<file path="src/rtl/baud_frac_pkg.sv">
package baud_frac_pkg;
  localparam int NUM_CH = 2;
  localparam int CH_UART = 0;
  localparam int CH_IR = 1;

  typedef enum logic [1:0] {
    ADDR_UART_CNT  = 2'd0,
    ADDR_UART_FRAC = 2'd1,
    ADDR_IR_CNT    = 2'd2,
    ADDR_IR_FRAC   = 2'd3
  } reg_addr_e;
endpackage

</file>
<file path="src/rtl/baud_regs.sv">
module baud_regs
  import baud_frac_pkg::*;
#(
  parameter int DATA_W     = 16,
  parameter int UART_CNT_W = 8,
  parameter int IR_CNT_W   = 4,
  parameter int FRAC_W     = 4,
  parameter int FRAC_LSB   = 4
) (
  input  logic                  clk_i,
  input  logic                  rst_ni,
  input  logic                  wr_en_i,
  input  logic [1:0]            wr_addr_i,
  input  logic [DATA_W-1:0]     wr_data_i,
  output logic [UART_CNT_W-1:0] uart_cnt_o,
  output logic [IR_CNT_W-1:0]   ir_cnt_o,
  output logic [FRAC_W-1:0]     uart_frac_o,
  output logic [FRAC_W-1:0]     ir_frac_o
);
  logic unused_data;
  assign unused_data = ^wr_data_i;

  always_ff @(posedge clk_i or negedge rst_ni) begin
    if (!rst_ni) begin
      uart_cnt_o  <= '0;
      ir_cnt_o    <= '0;
      uart_frac_o <= '0;
      ir_frac_o   <= '0;
    end else if (wr_en_i) begin
      case (reg_addr_e'(wr_addr_i))
        ADDR_UART_CNT:  uart_cnt_o  <= wr_data_i[UART_CNT_W-1:0];
        ADDR_UART_FRAC: uart_frac_o <= wr_data_i[FRAC_LSB +: FRAC_W];
        ADDR_IR_CNT:    ir_cnt_o    <= wr_data_i[IR_CNT_W-1:0];
        default:        ir_frac_o   <= wr_data_i[FRAC_LSB +: FRAC_W];
      endcase
    end
  end
endmodule

</file>
<file path="src/rtl/baud_chan.sv">
module baud_chan #(
  parameter int CNT_W        = 8,
  parameter int PRE_LOG2     = 4,
  parameter int FRAC_W       = 4,
  parameter bit ZERO_ILLEGAL = 1'b0
) (
  input  logic              clk_i,
  input  logic              rst_ni,
  input  logic              restart_i,
  input  logic [CNT_W-1:0]  cnt_i,
  input  logic [FRAC_W-1:0] frac_i,
  output logic              tick_o
);
  localparam int PER_W = CNT_W + PRE_LOG2 + 1;

  logic [PER_W-1:0]  base_w, last_w, cnt_q;
  logic [FRAC_W-1:0] acc_q, acc_sum;
  logic              carry, run_w;

  assign base_w = (PER_W'(cnt_i) + PER_W'(1)) << PRE_LOG2;
  assign {carry, acc_sum} = {1'b0, acc_q} + {1'b0, frac_i};
  // a carry out of the accumulator stretches this period by one clock
  assign last_w = base_w - PER_W'(1) + PER_W'(carry);
  assign run_w  = !ZERO_ILLEGAL || (cnt_i != '0);
  assign tick_o = run_w && (cnt_q == last_w);

  always_ff @(posedge clk_i or negedge rst_ni) begin
    if (!rst_ni) begin
      cnt_q <= '0;
      acc_q <= '0;
    end else if (restart_i || !run_w) begin
      cnt_q <= '0;
      acc_q <= '0;
    end else if (tick_o) begin
      cnt_q <= '0;
      acc_q <= acc_sum;
    end else begin
      cnt_q <= cnt_q + PER_W'(1);
    end
  end

  // period monitor: cycles since the previous pulse
  logic [PER_W:0] gap_q, gap_len;
  logic           seen_q;
  assign gap_len = gap_q + (PER_W+1)'(1);

  always_ff @(posedge clk_i or negedge rst_ni) begin
    if (!rst_ni) begin
      gap_q  <= '0;
      seen_q <= 1'b0;
    end else if (restart_i || !run_w) begin
      gap_q  <= '0;
      seen_q <= 1'b0;
    end else if (tick_o) begin
      gap_q  <= '0;
      seen_q <= 1'b1;
    end else if (gap_q != '1) begin
      gap_q  <= gap_len;
    end
  end

  AST_ONE_CYCLE_TICK: assert property (@(posedge clk_i) disable iff (!rst_ni)
    tick_o |=> !tick_o);

  AST_PERIOD_BOUND: assert property (@(posedge clk_i) disable iff (!rst_ni)
    (tick_o && seen_q) |->
      (gap_len == {1'b0, base_w} || gap_len == {1'b0, base_w} + (PER_W+1)'(1)));
endmodule

</file>
<file path="src/rtl/baud_frac_gen.sv">
module baud_frac_gen
  import baud_frac_pkg::*;
#(
  parameter int DATA_W        = 16,
  parameter int UART_CNT_W    = 8,
  parameter int IR_CNT_W      = 4,
  parameter int FRAC_W        = 4,
  parameter int FRAC_LSB      = 4,
  parameter int UART_PRE_LOG2 = 4
) (
  input  logic              clk_i,
  input  logic              rst_ni,
  input  logic              wr_en_i,
  input  logic [1:0]        wr_addr_i,
  input  logic [DATA_W-1:0] wr_data_i,
  output logic              uart_tick_o,
  output logic              ir_tick_o
);
  localparam int CNT_MAX_W = (UART_CNT_W > IR_CNT_W) ? UART_CNT_W : IR_CNT_W;

  logic [UART_CNT_W-1:0] uart_cnt_w;
  logic [IR_CNT_W-1:0]   ir_cnt_w;
  logic [FRAC_W-1:0]     uart_frac_w, ir_frac_w;
  logic [CNT_MAX_W-1:0]  cnt_w  [NUM_CH];
  logic [FRAC_W-1:0]     frac_w [NUM_CH];
  logic [NUM_CH-1:0]     tick_w;

  baud_regs #(
    .DATA_W(DATA_W), .UART_CNT_W(UART_CNT_W), .IR_CNT_W(IR_CNT_W),
    .FRAC_W(FRAC_W), .FRAC_LSB(FRAC_LSB)
  ) i_regs (
    .clk_i, .rst_ni, .wr_en_i, .wr_addr_i, .wr_data_i,
    .uart_cnt_o(uart_cnt_w), .ir_cnt_o(ir_cnt_w),
    .uart_frac_o(uart_frac_w), .ir_frac_o(ir_frac_w)
  );

  assign cnt_w[CH_UART]  = CNT_MAX_W'(uart_cnt_w);
  assign cnt_w[CH_IR]    = CNT_MAX_W'(ir_cnt_w);
  assign frac_w[CH_UART] = uart_frac_w;
  assign frac_w[CH_IR]   = ir_frac_w;

  for (genvar g = 0; g < NUM_CH; g++) begin : g_ch
    baud_chan #(
      .CNT_W(CNT_MAX_W),
      .PRE_LOG2((g == CH_UART) ? UART_PRE_LOG2 : 0),
      .FRAC_W(FRAC_W),
      .ZERO_ILLEGAL(g == CH_IR)
    ) i_chan (
      .clk_i, .rst_ni,
      .restart_i(wr_en_i),
      .cnt_i(cnt_w[g]),
      .frac_i(frac_w[g]),
      .tick_o(tick_w[g])
    );
  end

  assign uart_tick_o = tick_w[CH_UART];
  assign ir_tick_o   = tick_w[CH_IR];

  AST_IR_ZERO_SILENT: assert property (@(posedge clk_i) disable iff (!rst_ni)
    (ir_cnt_w == '0) |-> !ir_tick_o);

  AST_RESTART_QUIET: assert property (@(posedge clk_i) disable iff (!rst_ni)
    wr_en_i |=> (!uart_tick_o && !ir_tick_o));
endmodule

</file>
<file path="config.mk">
export PLATFORM = sky130hd
export DESIGN_NAME = baud_frac_gen
export DESIGN_NICKNAME = d
export VERILOG_FILES = /design/src/rtl/baud_frac_pkg.sv /design/src/rtl/baud_regs.sv /design/src/rtl/baud_chan.sv /design/src/rtl/baud_frac_gen.sv
export SDC_FILE = /design/constraint.sdc
export NUM_CORES = 1
export LEC_CHECK = 0
export ABC_AREA = 1
export ABC_CLOCK_PERIOD_IN_PS = 6200
export BUFFER_PORTS_ARGS = -buffer_cell sky130_fd_sc_hd__buf_2
export CELL_PAD_IN_SITES_DETAIL_PLACEMENT = 1
export CELL_PAD_IN_SITES_GLOBAL_PLACEMENT = 1
export CORE_MARGIN = 3
export CORE_UTILIZATION = 47
export DETAILED_ROUTE_END_ITERATION = 8
export PLACE_DENSITY = 0.8
export RECOVER_POWER = 25
export SLEW_MARGIN = 10
export SYNTH_ARGS = -nofsm -noshare
export SYNTH_HDL_FRONTEND = slang
export SYNTH_SLANG_ARGS = --single-unit
</file>
<file path="constraint.sdc">
create_clock -name clk_i -period 6.2 [get_ports clk_i]
set_input_delay 1.24 -clock clk_i [delete_from_list [all_inputs] [get_ports clk_i]]
set_output_delay 1.24 -clock clk_i [all_outputs]
set_load 0.05 [all_outputs]
</file>
==> qor.yml, run 1 <==
cts_resized: 0
worstReg2RegEnd: "g_ch[1].i_chan.cnt_q[7]$_DFF_PN0_"
violations: "capacitance limit, slew limit"
final_antenna_net_count: 0
avgSynthCellArea_um2: 7.51
path_depth: 17
drt_pass1_iterations: 4
crit_start: "g_ch[1].i_chan.acc_q[0]$_DFFE_PN0P_"
power_frac_seq: 0.451
die_w_um: 90.5
rsz0062_at_grt: "no"
p_per_area_nw_per_um2: 237
setup_tns_ns: 0
synth_nets: 488
maxSlewHeadroom: -0.922
cp.required_ns: 4.96
vdd_drop_max_mv: 0.112
syn_inst: 447
clock-sinks: 50
io_buffers: 14
crit_chain: "ha_1 -> inv_1 -> fa_1 -> o21ai_0 -> a21oi_1 -> ha_1 -> ha_1 -> inv_1 -> nor3_1 -> ha_1 -> xor2_1 -> nand3_1 -> nor3_1 -> nand3_1 -> nor3_1 -> and2_1 -> buf_2"
cp.arrival_ns: 3.92
mostFrequentLayoutCell: "nand2_1"
swShare: 0.341
htreeDepth: 2
min_period_over_period: 0.832
status: "complete, but fails checks"
clock-root-buffer: "clkbuf_8"
drt_iter0_markers: 96
antenna_found_initial: 0
critPathMostFrequentCell: "ha_1"
vias: 2862
wl_met1_mm: 3.93
cts_tree: "yes"
critPathCaptureType: "primary output"
r2r_start: "g_ch[1].i_chan.acc_q[0]$_DFFE_PN0P_"
cp-endpoint: "ir_tick_o"
comb_power_share: 0.274
drc: 0
worst_pin_slew_ns: 2.88
syn_area_um2: 3360
syn_to_final_growth_pct: 8.16
post_drt_wl_per_cell_um: 14.1
yosys_warnings: 0
crit_fanout: 5
r2r_cells: 18
path_buf_inv: 3
internal_power_uw: 567
p_switching_uw: 293
ys_types: 30
max_cap_viol_count: 1
synth_ff_type: "dfrtp_1"
overflow: 0
wl_mm: 7.91
die_area_um2: 8200
post_cts_buffers: 0
n_antenna_cell: 0
cpPeakStageDelay_ns: 0.46
top_layer_used: "met4"
cts_max_path_buffers: 2
hold_violations: 0
min_period_ns: 5.16
crit_family: "adder cells"
nets: 507
fin_skew_ns: 0.00942
cts_hold_buf: 0
worst_path_max_delay_cell: "nor3_1"
clkTransAtPathRegs_ns: 0.09
leakagePower_nw: 1.80
worstSetupPathType: "flop to primary output"
seq_area_frac_synth: 0.373
ios: 23
core.rowCount: 30
drive_gt1_frac: 0.103
grt_max_degree: 51
grt_pass1_wl_mm: 14.0
whs_path_depth: 2
setup-violations-final: 0
dp_slack_ns: 1.35
slew_violations: 51
most-common-layout-cells: "115 x nand2_1, 60 x inv_1, 50 x dfrtp_1"
synth_edf_count: 0
start_kind: "flop"
start_util: 0.489
place_congestion: 0.839
insertion_delay_ns: 0.30
rrSetupSlack_ns: 2.69
fmax_ghz: 0.194
grt_usage: 0.207
vias_per_cell: 5.09
grt_pass1_vias: 3027
cts_buffers: 5
min_path_type: "flop to flop"
synth-seq-cells: 50
fp.dieH_um: 90.5
clockPowerShare: 0.275
core_region_area_um2: 6870
ys_async_sr_fraction: 1.00
met2_length_mm: 3.70
hpwl_mm: 6.13
met3_length_um: 159
worst_slack_ns: 1.04
[per-stage QoR]
step / power (mW) / cell area [µm²] / utilization / hold slack, ns / instances
floorplan: 0.566 / 3360 / - / 0.457 / 447
global placement: 0.618 / 3520 / 0.513 / 0.480 / 555
detailed placement: 0.632 / 3520 / 0.513 / 0.492 / 555
CTS: 0.875 / 3640 / 0.530 / 0.515 / 562
global route: 0.927 / 3630 / 0.529 / 0.536 / 562
finish: 0.861 / 3630 / 0.529 / 0.509 / 562
[area by class of cell]
class / instances / area (µm²)
fillers: 902 / 3240
well taps: 96 / 120
multi-input cells: 332 / 1840
repair buffers: 15 / 72.6
clock inverters: 1 / 30.0
inverters: 62 / 233
flip-flops and latches: 50 / 1250
clock buffers: 6 / 82.6
[flip-flops by register name, summed over array words and instances (netlist names)]
name                cells
i_regs.ir_frac_o        4
i_regs.ir_cnt_o         4
g_ch.i_chan.acc_q       8
g_ch.i_chan.cnt_q      22
i_regs.uart_cnt_o       8
i_regs.uart_frac_o      4
[synth_stat cells (2+ instances only)]
| master | count | area, µm² |
|---|---|---|
| a21oi_1 | 5 | 25.0 |
| a31oi_1 | 2 | 12.5 |
| clkinv_1 | 2 | 7.51 |
| dfrtp_1 | 50 | 1250 |
| fa_1 | 2 | 40.0 |
| ha_1 | 18 | 225 |
| inv_1 | 60 | 225 |
| nand2_1 | 115 | 432 |
| nand2_2 | 6 | 37.5 |
| nand2_4 | 2 | 22.5 |
| nand3_1 | 40 | 200 |
| nand3b_1 | 7 | 52.6 |
| nand4_1 | 13 | 81.3 |
| nor2_1 | 42 | 158 |
| nor2_2 | 11 | 68.8 |
| nor2_4 | 3 | 33.8 |
| nor3_1 | 4 | 20.0 |
| o21ai_0 | 26 | 130 |
| o21bai_1 | 2 | 15.0 |
| or2_2 | 4 | 25.0 |
| xnor2_1 | 7 | 61.3 |
| xor2_1 | 18 | 158 |
[power by group through the flow]
stage | clock network, mW | registers, mW | logic [mW]
after global placement | 0 | 0.393 | 0.224
after global routing | 0.259 | 0.394 | 0.274
after floorplan | 0 | 0.382 | 0.184
final | 0.237 | 0.388 | 0.236
after CTS | 0.246 | 0.389 | 0.240
after detailed placement | 0 | 0.395 | 0.237
[kinds of logic after synthesis]
| group | after synthesis | share of synthesized area |
|---|---|---|
| XOR/XNOR | 26 | 0.0700 |
| AO/OA/AOI/OAI | 36 | 0.0563 |
| flip-flops | 50 | 0.373 |
| adder cells (fa/ha/maj) | 20 | 0.0790 |
| buffers and inverters | 65 | 0.0786 |
| AND/OR/NAND/NOR | 250 | 0.344 |
[worst min-delay path by stage]
| stage | startpoint | endpoint | slack (ns) |
|---|---|---|---|
| 3_5_place_dp | i_regs.ir_frac_o[3]$_DFFE_PN0P_ | i_regs.ir_frac_o[3]$_DFFE_PN0P_ | 0.49 |
| 4_1_cts | g_ch[0].i_chan.cnt_q[0]$_DFF_PN0_ | g_ch[0].i_chan.cnt_q[0]$_DFF_PN0_ | 0.51 |
| 6_report | i_regs.ir_frac_o[3]$_DFFE_PN0P_ | i_regs.ir_frac_o[3]$_DFFE_PN0P_ | 0.51 |
| 2_1_floorplan | i_regs.ir_frac_o[0]$_DFFE_PN0P_ | i_regs.ir_frac_o[0]$_DFFE_PN0P_ | 0.46 |
| 5_1_grt | i_regs.ir_frac_o[3]$_DFFE_PN0P_ | i_regs.ir_frac_o[3]$_DFFE_PN0P_ | 0.54 |
| 3_3_place_gp | i_regs.ir_frac_o[0]$_DFFE_PN0P_ | i_regs.ir_frac_o[0]$_DFFE_PN0P_ | 0.48 |
[per-layer routing]
metal | up-vias | GRT usage
li1 | 1454 | -
met1 | 1374 | 0.282
met2 | 24 | 0.353
met3 | 10 | 0.0250
met4 | 0 | 0.0497
met5 | - | 0
[worst register-to-register path, stage by stage (launching register included)]
cell	delay [ns]
dfrtp_1	0.36
ha_1	0.18
inv_1	0.05
fa_1	0.41
o21ai_0	0.23
a21oi_1	0.12
ha_1	0.21
ha_1	0.19
inv_1	0.09
nor3_1	0.06
ha_1	0.29
xor2_1	0.15
nand3_1	0.09
nor3_1	0.15
nand3_1	0.12
nor2_1	0.11
nand3b_1	0.19
nand2_1	0.31
nor2_1	0.08
(Power assumes the default switching activity.)
==> inputs of run 2 (changes only) <==
- ABC_AREA: 1 -> 0
- ABC_CLOCK_PERIOD_IN_PS: 6200 -> 4200
- CORE_UTILIZATION: 47 -> 43
- PLACE_DENSITY: 0.8 -> 0.73
- clock period: 6.2 -> 4.2 ns (I/O delays scaled with it)
==> run 2 against run 1 <==
Effect of this change: the run still ends with capacitance limit, slew limit left; clock power increased by 46%; combinational power is 130% higher; area after synthesis fell by 4.9%; via count shrank 16%; highest routed layer unchanged; sequential share of layout area decreased by 0.24 points; count of clock-buffer cells in the layout down 1; flip-flop and latch count did not move.
==> qor.yml, run 2 <==
status: "complete, but fails checks"  # unchanged
violations: "capacitance limit, slew limit"  # unchanged
min_period_ns: 4.11
die_area_um2: 8500  # was 8200 µm²
syn_area_um2: 3190  # was 3360 µm²
crit_family: "simple AND/OR/NAND/NOR gates"  # was adder cells
fmax_ghz: 0.243
synth_edf_count: 0  # unchanged
die_w_um: 92.2  # was 90.5 µm
grt_max_degree: 42  # was 51
post_drt_wl_per_cell_um: 16.7  # was 14.1 µm
vdd_drop_max_mv: 0.145  # was 0.112 mV
worstSetupPathType: "flop to primary output"  # unchanged
yosys_warnings: 0  # unchanged
synth_ff_type: "dfrtp_1"  # unchanged
start_util: 0.457  # was 0.489
critPathMostFrequentCell: "inv_2"  # was ha_1
grt_pass1_wl_mm: 12.8  # was 14.0 mm
synth_most_common_cell: "dfrtp_1"  # was nand2_1
synth_compound_area_frac: 0.0792  # was 0.0563
maxSlewHeadroom: -0.508  # was -0.922
regMostFlops: "g_ch.i_chan.cnt_q"  # unchanged
clock-sinks: 50  # unchanged
ys_top_cells_by_area: "dfrtp_1 39%, xnor2_1 8.0%, mux2_2 7.4%, ha_1 7.1%, xor2_1 5.2%"  # was dfrtp_1 37%, nand2_1 13%, ha_1 6.7%, inv_1 6.7%, nand3_1 6.0%
crit_chain: "ha_2 -> inv_2 -> fa_2 -> nand2b_4 -> a21oi_4 -> inv_2 -> ha_4 -> xor2_1 -> nand3_1 -> a2111o_1 -> or4b_4 -> nor2_4 -> buf_8"  # was ha_1 -> inv_1 -> fa_1 -> o21ai_0 -> a21oi_1 -> ha_1 -> ha_1 -> inv_1 -> nor3_1 -> ha_1 -> xor2_1 -> nand3_1 -> nor3_1 -> nand3_1 -> nor3_1 -> and2_1 -> buf_2
avgSynthCellArea_um2: 9.82  # was 7.51 µm²
setup-violations-final: 0  # unchanged
met2_length_mm: 3.60  # was 3.70 mm
max_cap_viol_count: 1  # unchanged
wl_met1_mm: 3.63  # was 3.93 mm
clock-root-buffer: "clkbuf_8"  # unchanged
dp_cells: 431  # was 555
synth-simple-area-share: 0.187  # was 0.344
cts_tree: "yes"  # unchanged
hold_violations: 0  # unchanged
core.rowCount: 30  # unchanged
ios: 23  # unchanged
reg_top3: "g_ch.i_chan.cnt_q (22), g_ch.i_chan.acc_q (8), i_regs.uart_cnt_o (8)"  # unchanged
critPathCaptureType: "primary output"  # unchanged
nets: 392  # was 507
cpPeakStageDelay_ns: 0.57  # was 0.46 ns
cts_buffers: 5  # unchanged
most-common-layout-cells: "50 x dfrtp_1, 40 x nor2_1, 29 x xnor2_1"  # was 115 x nand2_1, 60 x inv_1, 50 x dfrtp_1
top_layer_used: "met4"  # unchanged
synth_nets: 366  # was 488
placed_area_um2: 3380  # was 3520 µm²
fin_skew_ns: 0.00407  # was 0.00942 ns
worst_path_max_delay_cell: "or4b_4"  # was nor3_1
final_antenna_net_count: 0  # unchanged
fill_cells: 799  # was 902
syn_inst: 325  # was 447
seq_area_frac_synth: 0.392  # was 0.373
grt_pass1_vias: 2576  # was 3027
min_path_type: "input port to async pin"  # was flop to flop
place_congestion: 0.853  # was 0.839
fin_cells: 447  # was 562
cts_hold_buf: 0  # unchanged
mostFrequentLayoutCell: "dfrtp_1"  # was nand2_1
cp.required_ns: 3.36  # was 4.96 ns
worst_pin_slew_ns: 2.26  # was 2.88 ns
syn_to_final_growth_pct: 14.5  # was 8.16%
cts_max_path_buffers: 2  # unchanged
setup_tns_ns: 0  # unchanged
drt_iter0_markers: 82  # was 96
rsz0062_at_grt: "yes"  # was no
drt_pass1_iterations: 4  # unchanged
start_kind: "flop"  # unchanged
fp.dieH_um: 92.2  # was 90.5 µm
htreeDepth: 2  # unchanged
synth_largest_area_cell: "dfrtp_1"  # unchanged
drive_gt1_frac: 0.234  # was 0.103
path_buf_inv: 3  # unchanged
min_period_over_period: 0.980
r2r_cells: 14  # was 18
regArea_um2: 1250  # unchanged
largest_reg_flops: 22  # unchanged
vias_per_cell: 5.40  # was 5.09
overflow: 0  # unchanged
synth_top_family_by_area: "simple AND/OR/NAND/NOR gates"  # unchanged
cp.arrival_ns: 3.27  # was 3.92 ns
synth_top_cell_area_share: 0.392  # was 0.373
ys_async_sr_fraction: 1.00  # unchanged
hold_ws_ns: 0.506  # was 0.509 ns
final_area_um2: 3660  # was 3630 µm²
drc: 0  # unchanged
synth-seq-cells: 50  # unchanged
slew_violations: 42  # was 51
crit_fanout: 2  # was 5
vias: 2415  # was 2862
path_depth: 13  # was 17
synth_mux_area_frac: 0.0835  # was 0
ys_types: 44  # was 30
synth_fa_ha_area_frac: 0.0831  # was 0.0790
antenna_found_initial: 0  # unchanged
p_per_area_nw_per_um2: 410  # was 237 nW/µm²
wl_mm: 7.45  # was 7.91 mm
clkTransAtPathRegs_ns: 0.10  # was 0.09 ns
hpwl_mm: 5.39  # was 6.13 mm
yosys-top-cells-count: "50 x dfrtp_1, 41 x nor2_1, 29 x xnor2_1, 21 x mux2_2, 19 x xor2_1"  # was 115 x nand2_1, 60 x inv_1, 50 x dfrtp_1, 42 x nor2_1, 40 x nand3_1
n_antenna_cell: 0  # unchanged
insertion_delay_ns: 0.31  # was 0.30 ns
multi_input_area_um2: 1920  # was 1840 µm²
power.total_mw: 1.50  # was 861 µW
leakagePower_nw: 1.57  # was 1.80 nW
io_buffers: 14  # unchanged
core_region_area_um2: 6980  # was 6870 µm²
met3_length_um: 172  # was 159 µm
grt_usage: 0.186  # was 0.207
synth_xor_area_frac: 0.137  # was 0.0700
run 2: cell count changes in the layout (fill, tap and decap cells not counted), moves of 11 or more:
cell     previous run  this run
nand3_1            40        14
o21ai_0            26         9
buf_4               0        15
mux2_2              0        21
nand2_1           115        14
xnor2_1             7        29
inv_1              60        12
nor2_2             11         0
run 2: per-stage QoR:
step	utilization	worst slack, ns
after global routing	0.524	-0.0454
after floorplan	-	0.0745
final	0.524	0.0852
after CTS	0.514	-0.0170
after global placement	0.484	0.182
after detailed placement	0.484	0.115
run 2: worst paths after layout:
check	start	endpoint	slack [ns]
setup / recovery	i_regs.uart_frac_o[0]$_DFFE_PN0P_	uart_tick_o	0.09
hold / removal	rst_ni	g_ch[1].i_chan.cnt_q[3]$_DFF_PN0_	0.51
setup reg to reg	i_regs.uart_frac_o[0]$_DFFE_PN0P_	g_ch[0].i_chan.cnt_q[4]$_DFF_PN0_	0.61
hold reg to reg	g_ch[0].i_chan.cnt_q[0]$_DFF_PN0_	g_ch[0].i_chan.cnt_q[0]$_DFF_PN0_	0.52
max in group asynchronous	rst_ni	g_ch[0].i_chan.cnt_q[5]$_DFF_PN0_	1.17
min in group clk_i	g_ch[0].i_chan.cnt_q[0]$_DFF_PN0_	g_ch[0].i_chan.cnt_q[0]$_DFF_PN0_	0.52
run 2: layout make-up:
class / count / share of cell area
clock buffers: 5 / 0.0188
clock inverters: 2 / 0.0106
inverters: 16 / 0.0164
multi-input cells: 248 / 0.524
flip-flops and latches: 50 / 0.342
well taps: 96 / 0.0328
repair buffers: 30 / 0.0551
run 2: repair_timing:
item | CTS | global route
pin swaps | 5 | 10
resized for setup | 18 | 8
setup buffers | 4 | 5
setup endpoints to repair | 2 | 2
run 2: report_power, final:
part | total, mW | switching, mW | internal, mW | leakage [nW]
logic | 0.533 | 0.277 | 0.255 | 0.864
clock network | 0.347 | 0.171 | 0.176 | 0.0542
registers | 0.621 | 0.0831 | 0.538 | 0.650
total | 1.50 | 0.532 | 0.969 | 1.57
run 2: worst reg2reg max path: stages (launching register included):
cell      delay, ns
dfrtp_1        0.36
ha_2           0.20
inv_2          0.04
fa_2           0.36
nand2b_4       0.17
a21oi_4        0.14
inv_2          0.06
ha_4           0.26
xor2_1         0.15
nand3_1        0.08
a2111o_1       0.30
or4b_4         0.57
buf_4          0.18
o21bai_2       0.48
nor2_1         0.11
run 2: cell families (layout without fill, tap and decap cells):
logic type               count (synthesis)  in the layout
AND/OR/NAND/NOR                        118            118
adder cells (fa/ha/maj)                 20             20
XOR/XNOR                                49             49
AO/OA/AOI/OAI                           37             37
buffers and inverters                   27             53
flip-flops                              50             50
multiplexers                            24             24
run 2: metal layers:
layer / vias up / track usage
li1: 1183 / -
met1: 1202 / 0.250
met2: 26 / 0.316
met3: 4 / 0.0336
met4: 0 / 0.0359
met5: - / 0
==> inputs of run 3 (changes only) <==
- CORE_MARGIN: 3 -> default
==> run 3 against run 2 <==
Effect of this change: the flow still finishes with violations (capacitance limit, slew limit); critical path depth did not move; flip-flop and latch count did not move; final cell count rose by 0.22%; clock power fell by 7.5%; first-iteration DRC count rose by 3.7%; total power fell by 2.8%; non-clock buffer count fell by 3; worst hold slack improved by 0.012 ns; via count barely moved; maximum frequency fell by 0.77%; count of clock-buffer cells in the layout rose by 2; combinational power fell by 4%; critical path type unchanged.
==> qor.yml, run 3 (synthesis results as in run 2) <==
status: "complete, but fails checks"  # unchanged
violations: "capacitance limit, slew limit"  # unchanged
power_frac_seq: 0.427  # was 0.414
cpPeakStageDelay_ns: 0.52  # was 0.57 ns
r2r_cells: 17  # was 14
rsz0062_at_grt: "yes"  # unchanged
grt_pass1_vias: 2496  # was 2576
swShare: 0.359  # was 0.354
crit_fanout: 2  # unchanged
overflow: 0  # unchanged
maxSlewHeadroom: -0.843  # was -0.508
worst_path_max_delay_cell: "or4b_4"  # unchanged
regArea_um2: 1250  # unchanged
syn_to_final_growth_pct: 13.9  # was 14.5%
grt_pass1_wl_mm: 12.3  # was 12.8 mm
r2r_start: "g_ch[1].i_chan.acc_q[0]$_DFFE_PN0P_"  # was i_regs.uart_frac_o[0]$_DFFE_PN0P_
vdd_drop_max_mv: 0.184  # was 0.145 mV
nets: 389  # was 392
rrSetupSlack_ns: 0.63  # was 0.61 ns
insertion_delay_ns: 0.31  # about the same
grt_usage: 0.206  # was 0.186
cts_buffers: 5  # unchanged
drt_iter0_markers: 85  # was 82
htreeDepth: 2  # unchanged
final_antenna_net_count: 0  # unchanged
min_period_ns: 4.15  # was 4.11 ns
drive_gt1_frac: 0.223  # was 0.234
power.total_mw: 1.46  # was 1.50 mW
clkTransAtPathRegs_ns: 0.10  # about the same
drt_pass1_iterations: 4  # unchanged
whs_path_depth: 1
cts_tree: "yes"  # unchanged
io_buffers: 14  # unchanged
antenna_found_initial: 0  # unchanged
setup-violations-final: 0  # unchanged
fp.dieH_um: 88.2  # was 92.2 µm
core_region_area_um2: 7210  # was 6980 µm²
multi_input_area_um2: 1920  # about the same
critPathCaptureType: "primary output"  # unchanged
largest_reg_flops: 22  # unchanged
hp-start: "g_ch[0].i_chan.cnt_q[0]$_DFF_PN0_"
post_drt_wl_per_cell_um: 16.2  # was 16.7 µm
internal_power_uw: 935  # was 969 µW
wl_mm: 7.25  # was 7.45 mm
cp.required_ns: 3.36  # about the same
holdPathEnd: "g_ch[0].i_chan.cnt_q[0]$_DFF_PN0_"
p_per_area_nw_per_um2: 401  # was 410 nW/µm²
clock-root-buffer: "clkbuf_8"  # unchanged
leakagePower_nw: 1.56  # was 1.57 nW
min_path_type: "flop to flop"  # was input port to async pin
grt_max_degree: 51  # was 42
die_w_um: 88.2  # was 92.2 µm
mostFrequentLayoutCell: "dfrtp_1"  # unchanged
max_cap_viol_count: 1  # unchanged
worst_slack_ns: 0.0533  # was 0.0852 ns
dp_slack_ns: 0.122  # was 0.115 ns
ios: 23  # unchanged
hpwl_mm: 5.29  # was 5.39 mm
vias: 2413  # was 2415
hold_violations: 0  # unchanged
regMostFlops: "g_ch.i_chan.cnt_q"  # unchanged
critPathMostFrequentCell: "inv_2"  # unchanged
drc: 0  # unchanged
crit_start: "g_ch[0].i_chan.acc_q[0]$_DFFE_PN0P_"  # was i_regs.uart_frac_o[0]$_DFFE_PN0P_
vias_per_cell: 5.39  # was 5.40
reg_top3: "g_ch.i_chan.cnt_q (22), g_ch.i_chan.acc_q (8), i_regs.uart_cnt_o (8)"  # unchanged
core.rowCount: 31  # was 30
cp.arrival_ns: 3.31  # was 3.27 ns
cts_max_path_buffers: 2  # unchanged
worstReg2RegEnd: "g_ch[1].i_chan.acc_q[2]$_DFFE_PN0P_"  # was g_ch[0].i_chan.cnt_q[4]$_DFF_PN0_
fin_skew_ns: 0.00582  # was 0.00407 ns
clockPowerShare: 0.220  # was 0.231
comb_power_share: 0.352  # was 0.355
place_congestion: 0.828  # was 0.853
n_antenna_cell: 0  # unchanged
p_switching_uw: 524  # was 532 µW
min_period_over_period: 0.987  # was 0.980
cts_hold_buf: 0  # unchanged
fmax_ghz: 0.241  # was 0.243 GHz
most-common-layout-cells: "50 x dfrtp_1, 40 x nor2_1, 29 x xnor2_1"  # unchanged
worstSetupPathType: "flop to primary output"  # unchanged
start_kind: "flop"  # unchanged
clock-sinks: 50  # unchanged
fill_cells: 840  # was 799
slew_violations: 51  # was 42
start_util: 0.443  # was 0.457
crit_chain: "ha_2 -> inv_2 -> fa_2 -> nand2b_4 -> a21oi_4 -> inv_2 -> ha_4 -> xor2_2 -> nand3_1 -> a2111o_1 -> or4b_4 -> nor2_4 -> buf_8"  # was ha_2 -> inv_2 -> fa_2 -> nand2b_4 -> a21oi_4 -> inv_2 -> ha_4 -> xor2_1 -> nand3_1 -> a2111o_1 -> or4b_4 -> nor2_4 -> buf_8
die_area_um2: 7770  # was 8500 µm²
worst_pin_slew_ns: 2.76  # was 2.26 ns
## run 3: final cells by class
| type | count | area share |
|---|---|---|
| Multi-Input combinational cell | 248 | 0.527 |
| Sequential cell | 50 | 0.344 |
| Clock buffer | 7 | 0.0265 |
| Tap cell | 99 | 0.0340 |
| Timing Repair Buffer | 27 | 0.0495 |
| Clock inverter | 1 | 0.00241 |
| Inverter | 16 | 0.0165 |
## run 3: per-layer routing
metal  wire [µm]  GRT usage  vias to the layer above
li1            -          -                     1168
met4          49     0.0440                        0
met2        3590      0.352                       34
met1        3400      0.274                     1207
met3         221     0.0349                        4
met5           0          0                        -
## run 3: how the worst max path moves through the flow
| stage | end | slack, ns | cells after the start |
|---|---|---|---|
| after floorplan | uart_tick_o | 0.07 | 13 |
| after global placement | uart_tick_o | 0.18 | 13 |
| after detailed placement | uart_tick_o | 0.12 | 13 |
| after CTS | uart_tick_o | 0.01 | 13 |
| after global routing | uart_tick_o | -0.11 | 13 |
| final | uart_tick_o | 0.05 | 13 |
## run 3: stage by stage
step           area [µm²]  std cells  TNS [ns]  hold slack [ns]   util
2_1_floorplan        3200        325         0            0.475      -
3_3_place_gp         3380        434         0            0.498  0.469
3_5_place_dp         3380        434         0            0.505  0.469
4_1_cts              3560        444         0            0.520  0.494
5_1_grt              3640        448    -0.174            0.535  0.504
6_report             3640        448         0            0.518  0.504
## run 3: power by group through the flow
| stage | Clock (mW) | Sequential [mW] | Combinational (mW) |
|---|---|---|---|
| finish | 0.321 | 0.624 | 0.514 |
| CTS | 0.336 | 0.623 | 0.500 |
| detailed placement | 0 | 0.633 | 0.460 |
| floorplan | 0 | 0.588 | 0.387 |
| global route | 0.353 | 0.637 | 0.571 |
| global placement | 0 | 0.628 | 0.439 |
## run 3: repair_timing
| item | CTS | global route |
|---|---|---|
| endpoints found under the setup margin | 2 | 2 |
| pin swaps | 4 | 11 |
| setup buffers | 2 | 4 |
| gates resized for setup | 14 | 10 |
## run 3: critical path: cells and delay by family, from the launching register on
family | cells | cell delay, ns
fa+ha+maj | 3 | 0.80
compound gates | 2 | 0.56
xor+xnor | 1 | 0.13
flops | 1 | 0.36
buf+inv | 3 | 0.25
simple gates | 4 | 0.89
